[src/rtl/hdr_path_pkg.sv]
package hdr_path_pkg;

   localparam int TF_W = 2;

   typedef enum logic [3:0] {
      M_PQ_DYN       = 4'd0,
      M_PQ_SDR_DYN   = 4'd1,
      M_HLG_PQ_DYN   = 4'd2,
      M_HLG_SDR_DYN  = 4'd3,
      M_HLG_PQ_STAT  = 4'd4,
      M_HLG_SDR_STAT = 4'd5,
      M_BYPASS       = 4'd6,
      M_HDR10_SDR    = 4'd7,
      M_SDR_PQ       = 4'd8,
      M_SDR_HLG      = 4'd9
   } conv_mode_e;

   localparam logic [TF_W-1:0] TF_PQ  = 2'd2;
   localparam logic [TF_W-1:0] TF_HLG = 2'd3;

   // control word field positions
   localparam int CW_TONE  = 0;
   localparam int CW_BYP   = 2;
   localparam int CW_PATH  = 3;
   localparam int CW_GAMUT = 6;

   typedef struct packed {
      logic hdr_en;
      logic hdr_in;
      logic hdr_out;
      logic sdr2hdr_en;
      logic hdr2sdr_en;
   } path_en_t;

   function automatic logic tf_is_hdr(input logic [TF_W-1:0] tf);
      return (tf == TF_PQ) || (tf == TF_HLG);
   endfunction

endpackage

[src/rtl/hdr_layer_scan.sv]
module hdr_layer_scan
   import hdr_path_pkg::*;
#(
   parameter int NUM_LAYERS = 4
) (
   input  logic [NUM_LAYERS-1:0]      layer_active,
   input  logic [TF_W*NUM_LAYERS-1:0] layer_tf,
   output logic                       any_sdr
);

   logic [NUM_LAYERS-1:0] sdr_hit;

   for (genvar i = 0; i < NUM_LAYERS; i++) begin : g_layer
      assign sdr_hit[i] = layer_active[i] && !tf_is_hdr(layer_tf[TF_W*i +: TF_W]);
   end

   assign any_sdr = |sdr_hit;

endmodule

[src/rtl/hdr_mode_decode.sv]
module hdr_mode_decode
   import hdr_path_pkg::*;
#(
   parameter int MODE_W = 4,
   parameter int CW_W   = 8
) (
   input  logic [MODE_W-1:0] mode,
   input  logic [TF_W-1:0]   prim_tf,
   input  logic              any_sdr,
   input  logic              gamut,
   output path_en_t          en_o,
   output logic [CW_W-1:0]   cw_o,
   output logic              reject
);

   localparam logic [MODE_W-1:0] LAST_MODE = MODE_W'(M_SDR_HLG);
   localparam logic [MODE_W-1:0] LAST_HDR  = MODE_W'(M_HDR10_SDR);

   logic hdr_grp, sdr_out, bypass;

   always_comb begin
      hdr_grp = (mode <= LAST_HDR);
      bypass  = (mode == MODE_W'(M_BYPASS));
      sdr_out = hdr_grp && mode[0];
      reject  = (mode > LAST_MODE) || (hdr_grp && !tf_is_hdr(prim_tf));

      en_o.hdr_en     = hdr_grp;
      en_o.hdr_in     = hdr_grp;
      en_o.hdr2sdr_en = sdr_out;
      en_o.hdr_out    = !sdr_out;
      en_o.sdr2hdr_en = !hdr_grp || (!sdr_out && any_sdr);

      cw_o = '0;
      if (hdr_grp) begin
         cw_o[CW_TONE] = !bypass;
         cw_o[CW_BYP]  = bypass;
         cw_o[CW_PATH +: 3] = (mode == LAST_HDR) ? 3'd1 : mode[2:0];
      end
      cw_o[CW_GAMUT] = gamut;
   end

endmodule

[src/rtl/hdr_path_ctrl.sv]
module hdr_path_ctrl
   import hdr_path_pkg::*;
#(
   parameter int NUM_LAYERS = 4,
   parameter int MODE_W     = 4,
   parameter int CW_W       = 8
) (
   input  logic                       clk,
   input  logic                       rst_n,
   input  logic                       upd_valid,
   input  logic                       meta_null,
   input  logic [MODE_W-1:0]          mode_req,
   input  logic [TF_W-1:0]            prim_tf,
   input  logic [NUM_LAYERS-1:0]      layer_active,
   input  logic [TF_W*NUM_LAYERS-1:0] layer_tf,
   input  logic                       dst_gamut,
   output logic                       hdr_en,
   output logic                       hdr_in,
   output logic                       hdr_out,
   output logic                       sdr2hdr_en,
   output logic                       hdr2sdr_en,
   output logic                       cfg_err,
   output logic [CW_W-1:0]            ctrl_word
);

   if (NUM_LAYERS < 1) begin : g_bad_layers
      $error("hdr_path_ctrl: NUM_LAYERS must be at least 1");
   end
   if (MODE_W < 4) begin : g_bad_mode
      $error("hdr_path_ctrl: MODE_W must hold codes up to 15");
   end
   if (CW_W < 7) begin : g_bad_cw
      $error("hdr_path_ctrl: CW_W must reach the gamut bit");
   end

   logic            any_sdr;
   path_en_t        dec_en, en_q;
   logic [CW_W-1:0] dec_cw, cw_q;
   logic            dec_rej, err_q;

   hdr_layer_scan #(.NUM_LAYERS(NUM_LAYERS)) i_scan (
      .layer_active (layer_active),
      .layer_tf     (layer_tf),
      .any_sdr      (any_sdr)
   );

   hdr_mode_decode #(.MODE_W(MODE_W), .CW_W(CW_W)) i_dec (
      .mode    (mode_req),
      .prim_tf (prim_tf),
      .any_sdr (any_sdr),
      .gamut   (dst_gamut),
      .en_o    (dec_en),
      .cw_o    (dec_cw),
      .reject  (dec_rej)
   );

   always_ff @(posedge clk) begin
      if (!rst_n) begin
         en_q  <= '0;
         cw_q  <= '0;
         err_q <= 1'b0;
      end else if (meta_null) begin
         en_q  <= '0;
         cw_q  <= '0;
         err_q <= 1'b0;
      end else if (upd_valid) begin
         if (dec_rej) begin
            err_q <= 1'b1;
         end else begin
            en_q  <= dec_en;
            cw_q  <= dec_cw;
            err_q <= 1'b0;
         end
      end
   end

   assign hdr_en     = en_q.hdr_en;
   assign hdr_in     = en_q.hdr_in;
   assign hdr_out    = en_q.hdr_out;
   assign sdr2hdr_en = en_q.sdr2hdr_en;
   assign hdr2sdr_en = en_q.hdr2sdr_en;
   assign ctrl_word  = cw_q;
   assign cfg_err    = err_q;

   AST_NULL_CLEARS: assert property (@(posedge clk) disable iff (!rst_n)
      meta_null |=> (en_q == '0 && cw_q == '0 && !err_q));
   AST_IDLE_HOLD: assert property (@(posedge clk) disable iff (!rst_n)
      (!meta_null && !upd_valid) |=> ($stable(en_q) && $stable(cw_q) && $stable(err_q)));
   AST_RANGE_REJECT: assert property (@(posedge clk) disable iff (!rst_n)
      (!meta_null && upd_valid && mode_req > MODE_W'(9))
      |=> (err_q && $stable(en_q) && $stable(cw_q)));
   AST_TF_REJECT: assert property (@(posedge clk) disable iff (!rst_n)
      (!meta_null && upd_valid && mode_req <= MODE_W'(7) && !tf_is_hdr(prim_tf))
      |=> (err_q && $stable(en_q) && $stable(cw_q)));
   AST_DIR_EXCL: assert property (@(posedge clk) disable iff (!rst_n)
      !(hdr_out && hdr2sdr_en));
   AST_DOWNMAP_NEEDS_HDR: assert property (@(posedge clk) disable iff (!rst_n)
      hdr2sdr_en |-> (hdr_en && !sdr2hdr_en));

endmodule

[config.mk]
export PLATFORM = sky130hd
export DESIGN_NAME = hdr_path_ctrl
export DESIGN_NICKNAME = d
export VERILOG_FILES = /design/src/rtl/hdr_path_pkg.sv /design/src/rtl/hdr_layer_scan.sv /design/src/rtl/hdr_mode_decode.sv /design/src/rtl/hdr_path_ctrl.sv
export SDC_FILE = /design/constraint.sdc
export NUM_CORES = 1
export LEC_CHECK = 0
export ABC_AREA = 0
export BUFFER_PORTS_ARGS = -buffer_cell sky130_fd_sc_hd__buf_2
export CAP_MARGIN = 40
export CELL_PAD_IN_SITES_DETAIL_PLACEMENT = 1
export CELL_PAD_IN_SITES_GLOBAL_PLACEMENT = 2
export CORE_UTILIZATION = 21
export DETAILED_ROUTE_END_ITERATION = 10
export GPL_ROUTABILITY_DRIVEN = 1
export HOLD_SLACK_MARGIN = 0.06
export PLACE_DENSITY = 0.71
export SLEW_MARGIN = 20
export SYNTH_ARGS = -nofsm -noshare
export SYNTH_HDL_FRONTEND = slang
export SYNTH_HIERARCHICAL = 1
export SYNTH_SLANG_ARGS = --single-unit
[constraint.sdc]
create_clock -name clk -period 1.5 [get_ports clk]
set_clock_uncertainty 0.2 [all_clocks]
set_input_delay 0 -clock clk [delete_from_list [all_inputs] [get_ports clk]]
set_output_delay 0 -clock clk [all_outputs]
set_load 0.05 [all_outputs]
### Word level (Yosys, flattened, before mapping)

Index checks and enable logic that the tools add are counted.

| word-level totals | value |
|---|---|
| register bits after elaboration | 11 |
| bits in latches | 0 |
| memory bits (writable) | 0 |
| bits in read-only memories | 0 |
| output and inout port bits | 14 |
| logic and storage cells | 51 |
| memories | 0 |

| operators by class | value |
|---|---|
| $add $sub $neg | 0 |
| $mul | 0 |
| div/mod/pow operators | 0 |
| magnitude comparators | 2 |
| eq/ne operators | 12 |
| shifts and indexed selects | 0 |
| muxes and demuxes | 4 |
| bitwise operators | 2 |
| reduce and logical (&&, ||, !) cells | 25 |

Operator list:

| kind | number |
|---|---|
| == test 2 bit, second input constant | 10 |
| == test 4 x 3 -> 1 bit, second input constant | 2 |
| logical NOT 1 bit | 8 |
| logical AND 1 bit | 7 |
| logical OR 1 bit | 7 |
| > comparator 4 bit, second input constant | 1 |
| <= comparator 4 x 3 -> 1 bit, second input constant | 1 |
| 2-to-1 mux 4 bit | 1 |
| OR reduction 4 bit | 1 |
| 2-to-1 mux 3 bit | 1 |
| 2-to-1 mux 1 bit | 2 |
| NOT 1 bit | 2 |
| AND reduction 2 bit | 1 |
| OR reduction 2 bit | 1 |

### Logic depth before layout (Yosys ltp)

| logic depth | value |
|---|---|
| word-level depth | 7 |
| mapped depth | 6 |
| depth with buffers taken out | 5 |

### By module

The synthesis kept the hierarchy.

Modules (own cells, without submodules):

| module | times used | cells an instance | area an instance (µm²) | seq. area each (µm²) |
|---|---|---|---|---|
| hdr_path_ctrl | 1 | 61 | 494.2 | 280.3 |
| hdr_mode_decode | 1 | 20 | 125.1 | 0.0 |
| hdr_layer_scan | 1 | 5 | 37.5 | 0.0 |

### Least setup slack after synthesis

OpenSTA, ideal clock, no wires.

| path | value |
|---|---|
| kind | flip-flop to flip-flop |
| start | reg, netlist name ctrl_word[3] |
| end | reg cw_q[3], in the netlist ctrl_word[3] |
| setup time | 0.070 ns |
| arrival | 0.827 ns |
| required time | 1.230 ns |
| setup slack | 0.403 ns |
| stages on the path, launching flop included | 3 |
| path buffers | 0 |
| path through | dfxtp_1 nand2_1 a21oi_1 |

RTL lines:

| element | line | text |
|---|---|---|
| end signal, assigned | hdr_path_ctrl.sv:71 | `cw_q <= dec_cw;` |
| end, declared | hdr_path_ctrl.sv:38 | `logic [CW_W-1:0] dec_cw, cw_q;` |

### Worst setup path in the final report

| path | value |
|---|---|
| start | in upd_valid |
| end | reg cw_q[0], in the netlist ctrl_word[0] |

| between the ends | value |
|---|---|
| word-level cells in the longest chain between the ends | 1 |

RTL lines:

| element | line | text |
|---|---|---|
| start, declared | hdr_path_ctrl.sv:10 | `input logic upd_valid,` |
| AND reduction 2 bit (no line) | -- |  |

No other way between the ends.
A chain may end at the register's enable or synchronous reset.

==> out/qor.yml <==
sta:
  layout_min_cycle_time_ns: 1.29
  min_period_over_period: 0.861
  fmax_mhz: 774
  hold_viol: 0
  hold_ws_ns: 0.0797
  finalSetupViolations: 0
  rsz0062_at_grt: "no"
  tightest_slew_ns: 0.532
  drv_slew: 0
  slew_headroom: 0.646
layout:
  stdcell_count: 159
  layout_commonest_cell: "buf_2"
  final_cell_mix: "31 x buf_2, 27 x nand2_1, 14 x a21oi_1, 14 x dfxtp_1, 14 x dlygate4sd3_1"
  final_util: 0.346
  finalInstanceArea_sq_um: 988
  area.growth.synth_to_final_pct: 50.5
  antenna_cells: 0
  nFillCells: 370
  nets: 152
  drive_gt1_frac: 0.305
global_routing:
  grt_usage: 0.128
  grt_pass1_wl_um: 3200
  gr-total-overflow: 0
  grt_max_degree: 15
  grt_pass1_vias: 737
  antenna_found_initial: 0
synthesis:
  syn_inst: 86
  synth.yosys.seq_area_share: 0.427
  syn_area_per_cell_sq_um: 7.64
  synth_area_sq_um: 657
  synth_seq_cells: 14
  yosysWarnings: 6
  synth_cell_type_count: 19
setup_path:
  worstPathRequired_ns: 1.51
  crit_slowest_cell: "dlygate4sd3_1"
  startpoint_type: "input pin"
  path_class: "input pin to flop"
  critical_path_buf_inv_count: 2
  crit_fanout: 13
  worstPathCellList: "dlygate4sd3_1, buf_2, nand2b_1, nand2_1, a21oi_1"
  max_stage_delay_ns: 0.53
  critPathTopFamily: "buffers and inverters"
  arrival_ns: 1.30
  end_kind: "flop"
die:
  die_area_sq_um: 3360
  die_w_um: 57.9
  core-area_sq_um: 2850
  ioPinCount: 37
  start_util: 0.230
  rows: 19
  chipHeight_um: 57.9
pwr:
  power.density_nw_per_um2: 822
  ir_worst_vdd_mv: 0.249
  power.leakage_nw: 0.455
route:
  first_pass_iters: 7
  ant_nets: 0
  wire_per_inst_um: 11.6
  wirelength_um: 1850
  first_iter_violations: 15
  drc: 2
  num_vias: 702
  via_per_inst: 4.42
clocking:
  clock_path_buffers: 2
  clk_pin_slew_ns: 0.09
  cts_max_level: 1
  cts.sinks: 14
  cts_resized: 0
  cts_setup_buffers: 0
  cts_tree: "done"
  insertion_delay_ns: 0.28
  cts_buffers: 3
  cts-root-buf: "clkbuf_4"
placement:
  place_inst: 141
  io_buffer_count: 31
  dp_hpwl_um: 1200
  place_congestion: 0.676
  placed_area_sq_um: 812
outcome:
  violations: "DRC"
  status: "finished with violations"
worst_hold_path:
  hp-class: "input pin to flop"
run:
  drv_cap: 0
[layout make-up]
cell class	instances	area [sq um]	area share
repair buffers	46	315	0.319
multi-input cells	60	303	0.306
flip-flops and latches	14	280	0.284
well taps	31	38.8	0.0392
clock buffers	4	36.3	0.0367
inverters	4	15.0	0.0152
[cells by family after synthesis]
kind of cell	Yosys count	synth area share
AND/OR/NAND/NOR	38	0.255
AO/OA/AOI/OAI	19	0.179
flip-flops	14	0.427
multiplexers	1	0.0152
buffers and inverters	13	0.118
other	1	0.00571
[state kept, by name, summed over array words and instances (netlist names)]
signal	count
ctrl_word	8
cfg_err	1
hdr2sdr_en	1
hdr_en	1
hdr_in	1
hdr_out	1
sdr2hdr_en	1
[path summary, 6_finish.rpt]
kind                        start  cells past startpoint  slack, ns           end
hold reg to reg      ctrl_word[7]                      2       0.26  ctrl_word[7]
setup reg to reg     ctrl_word[4]                      2       0.67  ctrl_word[4]
setup / recovery        upd_valid                      5       0.21  ctrl_word[0]
hold / removal    layer_active[3]                      6       0.08    sdr2hdr_en
[worst register-to-register path, cell delays in order (launching register included)]
cell and delay [ns]:
dfxtp_1 0.36, nand2_1 0.06, a21oi_1 0.14
[stage by stage]
step                TNS [ns]  worst slack, ns  total power, mW
global placement           0           0.0332            0.510
global route               0           0.0800            0.866
finish                     0            0.208            0.813
floorplan                  0            0.403            0.474
CTS                        0           0.0692            0.829
detailed placement   -0.0299          -0.0104            0.512
[routing by layer]
| layer | share of wire | GRT usage |
|---|---|---|
| met1 | 0.43 | 0.149 |
| met2 | 0.50 | 0.222 |
| met3 | 0.053 | 0.0268 |
| met4 | 0.018 | 0.0612 |
| met5 | 0 | 0 |
[where the power goes]
part           internal (mW)  switching, mW  leakage (nW)  total (mW)
Combinational         0.0705         0.0808         0.321       0.151
Sequential             0.378        0.00284         0.113       0.381
Clock                  0.148          0.133        0.0210       0.281
Total                  0.596          0.217         0.455       0.813
[synth_stat cells]
cell	number	area share
and2b_1	1	0.011
buf_2	2	0.015
o2111ai_2	1	0.023
a211oi_1	1	0.011
nand2b_1	5	0.048
a31oi_1	1	0.0095
conb_1	1	0.0057
inv_2	1	0.0057
a21o_2	1	0.013
nor2_1	3	0.017
and4_1	1	0.013
buf_4	7	0.080
a21oi_1	14	0.11
inv_1	3	0.017
nand2_1	27	0.15
dfxtp_1	14	0.43
nor3b_1	1	0.011
mux2i_1	1	0.015
o211a_1	1	0.015
[what timing repair did]
action,CTS,global route
endpoints found under the setup margin,0,2
hold buffers,14,2
hold endpoints to repair,12,2
Power figures use the tool's default switching activity.
